[src/rtl/pwm_pkg.sv]
package pwm_pkg;
   // register map of the write port
   localparam int unsigned REG_CTRL      = 0;
   localparam int unsigned REG_MOD       = 1;
   localparam int unsigned REG_DUTY_BASE = 2;

   // low-bit mask whose all-ones pattern marks a divider tap
   function automatic logic [31:0] tap_mask(input int unsigned sel);
      return (32'd1 << sel) - 32'd1;
   endfunction
endpackage

[src/rtl/pwm_prescale.sv]
module pwm_prescale #(
   parameter int PS_W = 3
) (
   input  logic            clk,
   input  logic            rst_n,
   input  logic [PS_W-1:0] ps,
   output logic            tick
);
   localparam int DIV_W = (1 << PS_W) - 1;

   logic [DIV_W-1:0] div_cnt;
   logic [DIV_W-1:0] mask;

   always_comb mask = DIV_W'(pwm_pkg::tap_mask(32'(ps)));

   always_ff @(posedge clk or negedge rst_n) begin
      if (!rst_n) div_cnt <= '0;
      else        div_cnt <= div_cnt + DIV_W'(1);
   end

   assign tick = ((div_cnt & mask) == mask);
endmodule

[src/rtl/pwm_period_ctr.sv]
module pwm_period_ctr #(
   parameter int CNT_W = 16
) (
   input  logic             clk,
   input  logic             rst_n,
   input  logic             tick,
   input  logic [CNT_W-1:0] mod_act,
   output logic [CNT_W-1:0] cnt,
   output logic             wrap
);
   logic last;

   always_comb last = (({1'b0, cnt} + (CNT_W+1)'(1)) >= {1'b0, mod_act});
   assign wrap = tick & last;

   always_ff @(posedge clk or negedge rst_n) begin
      if (!rst_n)    cnt <= '0;
      else if (tick) cnt <= last ? '0 : cnt + CNT_W'(1);
   end
endmodule

[src/rtl/pwm_regfile.sv]
module pwm_regfile #(
   parameter int CNT_W  = 16,
   parameter int PS_W   = 3,
   parameter int N_CH   = 2,
   parameter int ADDR_W = 2
) (
   input  logic                       clk,
   input  logic                       rst_n,
   input  logic                       wr_en,
   input  logic [ADDR_W-1:0]          wr_addr,
   input  logic [CNT_W-1:0]           wr_data,
   input  logic                       load,
   output logic [PS_W-1:0]            ps,
   output logic [N_CH-1:0]            pol,
   output logic [CNT_W-1:0]           mod_act,
   output logic [N_CH-1:0][CNT_W-1:0] duty_act
);
   import pwm_pkg::*;

   logic [CNT_W-1:0] mod_sh;

   always_ff @(posedge clk or negedge rst_n) begin
      if (!rst_n) begin
         ps      <= '0;
         pol     <= '0;
         mod_sh  <= '0;
         mod_act <= '0;
      end else begin
         if (wr_en && wr_addr == ADDR_W'(REG_CTRL)) begin
            ps  <= wr_data[PS_W-1:0];
            pol <= wr_data[PS_W +: N_CH];
         end
         if (wr_en && wr_addr == ADDR_W'(REG_MOD)) mod_sh <= wr_data;
         if (load) mod_act <= mod_sh;
      end
   end

   for (genvar c = 0; c < N_CH; c++) begin : g_duty
      logic [CNT_W-1:0] duty_sh;
      always_ff @(posedge clk or negedge rst_n) begin
         if (!rst_n) begin
            duty_sh     <= '0;
            duty_act[c] <= '0;
         end else begin
            if (wr_en && wr_addr == ADDR_W'(REG_DUTY_BASE + c)) duty_sh <= wr_data;
            if (load) duty_act[c] <= duty_sh;
         end
      end
   end
endmodule

[src/rtl/pwm_compare.sv]
module pwm_compare #(
   parameter int CNT_W = 16
) (
   input  logic             clk,
   input  logic             rst_n,
   input  logic [CNT_W-1:0] cnt,
   input  logic [CNT_W-1:0] mod_act,
   input  logic [CNT_W-1:0] duty,
   input  logic             pol,
   output logic             pwm
);
   logic active;

   always_comb begin
      if (duty == '0)            active = 1'b0;
      else if (duty >= mod_act)  active = 1'b1;
      else                       active = (cnt < duty);
   end

   always_ff @(posedge clk or negedge rst_n) begin
      if (!rst_n) pwm <= 1'b0;
      else        pwm <= active ^ pol;
   end
endmodule

[src/rtl/pwm_pair.sv]
module pwm_pair #(
   parameter int  CNT_W  = 16,
   parameter int  PS_W   = 3,
   parameter int  N_CH   = 2,
   localparam int ADDR_W = $clog2(N_CH + 2)
) (
   input  logic              clk,
   input  logic              rst_n,
   input  logic              wr_en,
   input  logic [ADDR_W-1:0] wr_addr,
   input  logic [CNT_W-1:0]  wr_data,
   output logic [N_CH-1:0]   pwm_o
);
   if (PS_W < 1 || PS_W > 5) begin : g_bad_ps
      $error("pwm_pair: PS_W must lie in 1..5");
   end
   if (N_CH < 1 || PS_W + N_CH > CNT_W) begin : g_bad_ch
      $error("pwm_pair: control word cannot hold divider and polarity bits");
   end

   logic                       tick;
   logic                       wrap;
   logic [PS_W-1:0]            ps;
   logic [N_CH-1:0]            pol;
   logic [CNT_W-1:0]           cnt;
   logic [CNT_W-1:0]           mod_act;
   logic [N_CH-1:0][CNT_W-1:0] duty_act;

   pwm_prescale #(.PS_W(PS_W)) presc_i (
      .clk(clk), .rst_n(rst_n), .ps(ps), .tick(tick)
   );

   pwm_period_ctr #(.CNT_W(CNT_W)) ctr_i (
      .clk(clk), .rst_n(rst_n), .tick(tick), .mod_act(mod_act),
      .cnt(cnt), .wrap(wrap)
   );

   pwm_regfile #(.CNT_W(CNT_W), .PS_W(PS_W), .N_CH(N_CH), .ADDR_W(ADDR_W)) regs_i (
      .clk(clk), .rst_n(rst_n), .wr_en(wr_en), .wr_addr(wr_addr),
      .wr_data(wr_data), .load(wrap), .ps(ps), .pol(pol),
      .mod_act(mod_act), .duty_act(duty_act)
   );

   for (genvar c = 0; c < N_CH; c++) begin : g_ch
      pwm_compare #(.CNT_W(CNT_W)) cmp_i (
         .clk(clk), .rst_n(rst_n), .cnt(cnt), .mod_act(mod_act),
         .duty(duty_act[c]), .pol(pol[c]), .pwm(pwm_o[c])
      );
   end
endmodule

[config.mk]
export PLATFORM = sky130hd
export DESIGN_NAME = pwm_pair
export DESIGN_NICKNAME = d
export VERILOG_FILES = /design/src/rtl/pwm_pkg.sv /design/src/rtl/pwm_prescale.sv /design/src/rtl/pwm_period_ctr.sv /design/src/rtl/pwm_regfile.sv /design/src/rtl/pwm_compare.sv /design/src/rtl/pwm_pair.sv
export SDC_FILE = /design/constraint.sdc
export NUM_CORES = 1
export LEC_CHECK = 0
export ABC_CLOCK_PERIOD_IN_PS = 3700
export BUFFER_PORTS_ARGS = -buffer_cell sky130_fd_sc_hd__buf_2
export CORE_UTILIZATION = 60
export DETAILED_ROUTE_END_ITERATION = 8
export PLACE_DENSITY = 0.81
export SLEW_MARGIN = 40
export SYNTH_ARGS = -nofsm -noshare
export SYNTH_HDL_FRONTEND = slang
export SYNTH_SLANG_ARGS = --single-unit
[constraint.sdc]
create_clock -name clk -period 3.7 [get_ports clk]
set_clock_uncertainty 0.05 [all_clocks]
set_input_delay 0.185 -clock clk [delete_from_list [all_inputs] [get_ports clk]]
set_output_delay 0.185 -clock clk [all_outputs]
set_load 0.05 [all_outputs]
* Yosys cells after proc, flatten, opt, wreduce, memory -nomap -nowiden
Index checks and enable logic that the tools add are counted.
Widths: inputs -> output; s select.
** Storage, ports and cells
- Register bits after elaboration :: 126
- Input port bits :: 21
- Output and inout port bits :: 2
- Logic and storage cells :: 42
** Cells by class
- $add $sub $neg :: 4
- $lt $le $gt $ge :: 5
- Equality and inequality tests :: 4
- Shift-type cells :: 1
- Mux-type cells :: 5
- Bitwise logic cells :: 4
- Reductions and logical operators :: 7
** Operators by type and width (count)
- $ge 16x16->1 :: 2
- $logic_not 16->1 :: 2
- $lt 16x16->1 :: 2
- $add 16x1->17 const B :: 1
- $ge 17x16->1 :: 1
- $add 16x1->16 const B :: 1
- $mux 16 :: 1
- $add 7x1->7 const B :: 1
- $and 7x7->7 :: 1
- $eq 7x7->1 :: 1
- $shl 1x3->7 const A :: 1
- $sub 7x1->7 const B :: 1
- $eq 2x2->1 const B :: 2
- $logic_and 1x1->1 :: 4
- $mux 1 :: 4
- $eq 2x1->1 const B :: 1
- $logic_not 2->1 :: 1
- $xor 1x1->1 :: 2
- $and 1x1->1 :: 1

* Longest topological paths before layout
- Depth in word-level cells :: 5
- Gate-level depth with buffers :: 14
- Gate-level depth less buffers :: 12

* Cells and area by module
From an unflattened synthesis, not the netlist that was laid out.
** Second synthesis, totals
- Cells, all modules :: 648
- Area, all modules :: 7414.6 um2
** By module, submodules not included
- pwm_regfile :: times used 1, cells an instance 214, area each 3916.3 um2, sequential area each 2527.4 um2
- pwm_compare :: times used 2, cells an instance 113, area each 857.1 um2, sequential area each 25.0 um2
- pwm_period_ctr :: times used 1, cells an instance 180, area each 1458.9 um2, sequential area each 400.4 um2
- pwm_prescale :: times used 1, cells an instance 28, area each 325.3 um2, sequential area each 175.2 um2

* Least setup slack after synthesis
No wires, ideal clock.
- Path type :: reg2reg
- From :: reg ctr_i.cnt[2]
- To :: reg regs_i.duty_act[10] (netlist name)
- Library setup time :: 125 ps
- Data arrival time :: 3071 ps
- Required time :: 3525 ps
- Slack :: 454 ps
- Cell stages (with the launch flop) :: 15
- Path buffers :: 2
- Period minus slack after synthesis :: 3246 ps
- Cell sequence :: dfrtp_1 > nand3_1 > nor4_1 > and3_1 > nor2b_1 > nand2b_1 > ha_1 > nand3_1 > nor3_2 > a221o_1 > a31oi_4 > a21oi_2 > buf_6 > buf_12 > mux2_4
** On the way
- Cells in the longest elaborated chain, start to end :: 3
** RTL lines
- from (decl) :: RTL line pwm_period_ctr.sv:8 : output logic [CNT_W-1:0] cnt,
- from (signal assigned) :: RTL line pwm_period_ctr.sv:18 : else if (tick) cnt <= last ? '0 : cnt + CNT_W'(1);
- $add 16x1->17 :: RTL line pwm_period_ctr.sv:13 : always_comb last = (({1'b0, cnt} + (CNT_W+1)'(1)) >= {1'b0, mod_act});
- $ge 17x16->1 :: RTL line pwm_period_ctr.sv:13
- $and 1x1->1 :: RTL line pwm_period_ctr.sv:14 : assign wrap = tick & last;
- to (signal, indexed assignment) :: RTL line pwm_regfile.sv:46 : if (load) duty_act[c] <= duty_sh;
- to (decl) :: RTL line pwm_regfile.sv:16 : output logic [N_CH-1:0][CNT_W-1:0] duty_act
No other way between the ends.
A chain may end at the register's enable or synchronous reset.

* Final worst setup path
- From :: reg ctr_i.cnt[2]
- To :: reg regs_i.duty_act[29] (netlist name)
Same word-level chain as after synthesis.

==> results.json <==
{
  "grt_pass1_wl_um": 27900,
  "synth_top_family_by_area": "multiplexers",
  "die_area_sq_mm": 0.0124,
  "violations": "DRC",
  "synth_cells": 633,
  "clk_pin_slew_ns": 0.06,
  "start_util_pct": 62.3,
  "clockBufferDepth": 2,
  "cts_buffers": 17,
  "min_period_ns": 3.56,
  "cts-root-buf": "clkbuf_16",
  "htree_num_levels": 4,
  "yosysWarnings": 0,
  "synth_compound_area_share_pct": 8.58,
  "finalPower_mw": 5.99,
  "hold_path_class": "in2reg",
  "clk_latency_ns": 0.43,
  "avgSynthCellArea_sq_um": 11.3,
  "endpoint_kind": "flip-flop",
  "setup_ws_ns": 0.135,
  "slew_violations": 0,
  "yosysSeqAreaShare_pct": 44.0,
  "first_iter_violations": 386,
  "grt.total_usage_pct": 29.5,
  "relSlewSlack_pct": 51.1,
  "grt_antenna_before_repair": 0,
  "pin_count": 23,
  "ant_nets": 0,
  "ys_types": 55,
  "fmax_mhz": 281,
  "p_leak_nw": 3.89,
  "vias": 5153,
  "rows": 39,
  "synth.area.top_cells": "dfrtp_1 44%, ha_1 14%, mux2_2 12%",
  "cp-start-kind": "flip-flop",
  "place_ws_ns": 0.152,
  "yosysTopAreaCell": "dfrtp_1",
  "synth_xor_area_share_pct": 2.08,
  "async_flop_share_pct": 100,
  "cts_sinks": 126,
  "cap_violations": 0,
  "synth_enable_flop_cells": 0,
  "cts_tree": "built",
  "synth_top_area_share_pct": 44.0,
  "layout_commonest_cell": "dfrtp_1",
  "viasPerCell": 6.14,
  "status": "complete, but fails checks",
  "wirelength_um": 16600,
  "nFillCells": 774,
  "setup_viol": 0,
  "fin_crit_sh_pct": 96.3,
  "drc": 2,
  "n_antenna_cell": 0,
  "critPathKind": "reg2reg",
  "netlist_area_sq_mm": 0.00717,
  "die_h_um": 111,
  "cp.arrival_ns": 3.81,
  "grt_pass1_vias": 5509,
  "nNetsFinal": 785,
  "final_hold_viol_count": 0,
  "syn_nets": 734,
  "synth-simple-area-share_pct": 10.1,
  "layout-drive-gt1-share_pct": 24.6,
  "place_hpwl_um": 11800,
  "grt_max_degree": 71,
  "worst_pin_slew_ns": 0.730,
  "p_per_area_mw_per_mm2": 727,
  "overflow": 0,
  "required_ns": 3.95,
  "areaGrowthSynthToFinish_pct": 14.9,
  "vdd_drop_max_mv": 0.535,
  "post-cts-setup-buffer-count": 0,
  "muxShareOfSynthArea_pct": 16.8,
  "cp_max_fo": 31,
  "finalWeightedCongestion": 0.895,
  "coreArea_sq_mm": 0.0115,
  "io_buffers": 22,
  "dr.pass1.iters": 9,
  "finalSetupTns_ns": 0,
  "die_width_um": 111,
  "avgRoutedWirePerCell_um": 19.8,
  "ys.flop_type": "dfrtp_1",
  "ys_seq_elements": 126,
  "final_cell_mix": "126 x dfrtp_1, 80 x ha_1, 78 x mux2_2",
  "synth_fa_ha_area_share_pct": 14.0
}
metal layers:
layer  vias to the layer above  track usage, %  part of all wire, %
li1                       2371               -                    -
met1                      2546            37.4                   42
met2                       187            47.5                   48
met3                        49            6.48                  5.6
met4                         0            15.8                  3.8
met5                         -               0                    0
synth_stat cells (all sizes together) (2+ instances only):
cell type	instances
dfrtp	126
mux2	98
ha	80
inv	55
nand2	46
o21ai	31
a21oi	28
nand3	17
nor2	16
nand4	13
nand2b	11
nor4	11
buf	9
xor2	9
a21o	8
xnor2	8
and3	6
clkbuf	6
nor2b	6
a22oi	4
nor3	4
a211oi	3
a31oi	3
a32oi	3
and2	3
mux2i	3
o211ai	3
o21a	3
nand3b	2
or4	2
cell families after synthesis:
logic type	Yosys count
AND/OR/NAND/NOR	142
flip-flops	126
multiplexers	101
AO/OA/AOI/OAI	97
adder cells (fa/ha/maj)	80
buffers and inverters	70
XOR/XNOR	17
through the flow:
stage	util [%]	std cells	instance area [sq um]	hold slack, ns
after floorplan	-	633	7170	-0.161
after global placement	64.6	792	7440	0.292
after detailed placement	64.8	794	7470	0.191
after CTS	71.5	839	8230	0.00632
after global routing	71.6	839	8240	0.0144
final	71.6	839	8240	0.00699
final cells by class:
class	count	area [sq um]	share of cell area [%]
Clock inverter	13	186	2.26
Inverter	55	206	2.50
Timing Repair Buffer	47	355	4.31
Tap cell	143	179	2.17
Sequential cell	126	3150	38.2
Multi-Input combinational cell	437	3720	45.2
Clock buffer	18	439	5.33
repair_timing:
action	in CTS	in global routing
endpoints found under the setup margin	0	34
resized for setup	0	2
hold buffers	14	0
endpoints found under the hold margin	108	0
flip-flops by register name, indices dropped and copies added, names as in the netlist:
register / cells
regs_i.duty_act: 32
regs_i.g_duty.duty_sh: 32
ctr_i.cnt: 16
regs_i.mod_act: 16
regs_i.mod_sh: 16
presc_i.div_cnt: 7
regs_i.ps: 3
g_ch.cmp_i.pwm: 2
regs_i.pol: 2
where the power goes:
| part | internal, mW | switching, mW | leakage [nW] | total (mW) |
|---|---|---|---|---|
| Sequential | 1.73 | 0.366 | 1.56 | 2.10 |
| Clock | 1.14 | 0.624 | 0.307 | 1.77 |
| Combinational | 0.993 | 1.13 | 2.02 | 2.13 |
worst max-delay path: stages, from the launching register on:
cell and delay [ns]:
dfrtp_1 0.49, nand3_1 0.24, nor4_2 0.40, and3_1 0.24
nor2b_1 0.07, nand2b_1 0.15, ha_1 0.27, nand3_1 0.09
nor3_2 0.30, a221o_1 0.25, a31oi_4 0.05, a21oi_4 0.19
buf_12 0.24, mux2_2 0.37
worst paths after layout:
kind	cells after the start	start	to	slack [ns]
worst max-delay path	13	ctr_i.cnt[2]	regs_i.duty_act[29]	0.14
worst min register to register	1	presc_i.div_cnt[6]	presc_i.div_cnt[6]	0.41
worst min-delay path	2	wr_data[1]	regs_i.mod_sh[1]	0.007
worst max register to register	13	ctr_i.cnt[2]	regs_i.duty_act[29]	0.14
min in group asynchronous	2	rst_n	regs_i.g_duty[1].duty_sh[12]	0.26
max in group asynchronous	3	rst_n	regs_i.mod_sh[6]	2.51
Note: power is estimated with default switching activity, not from simulation.
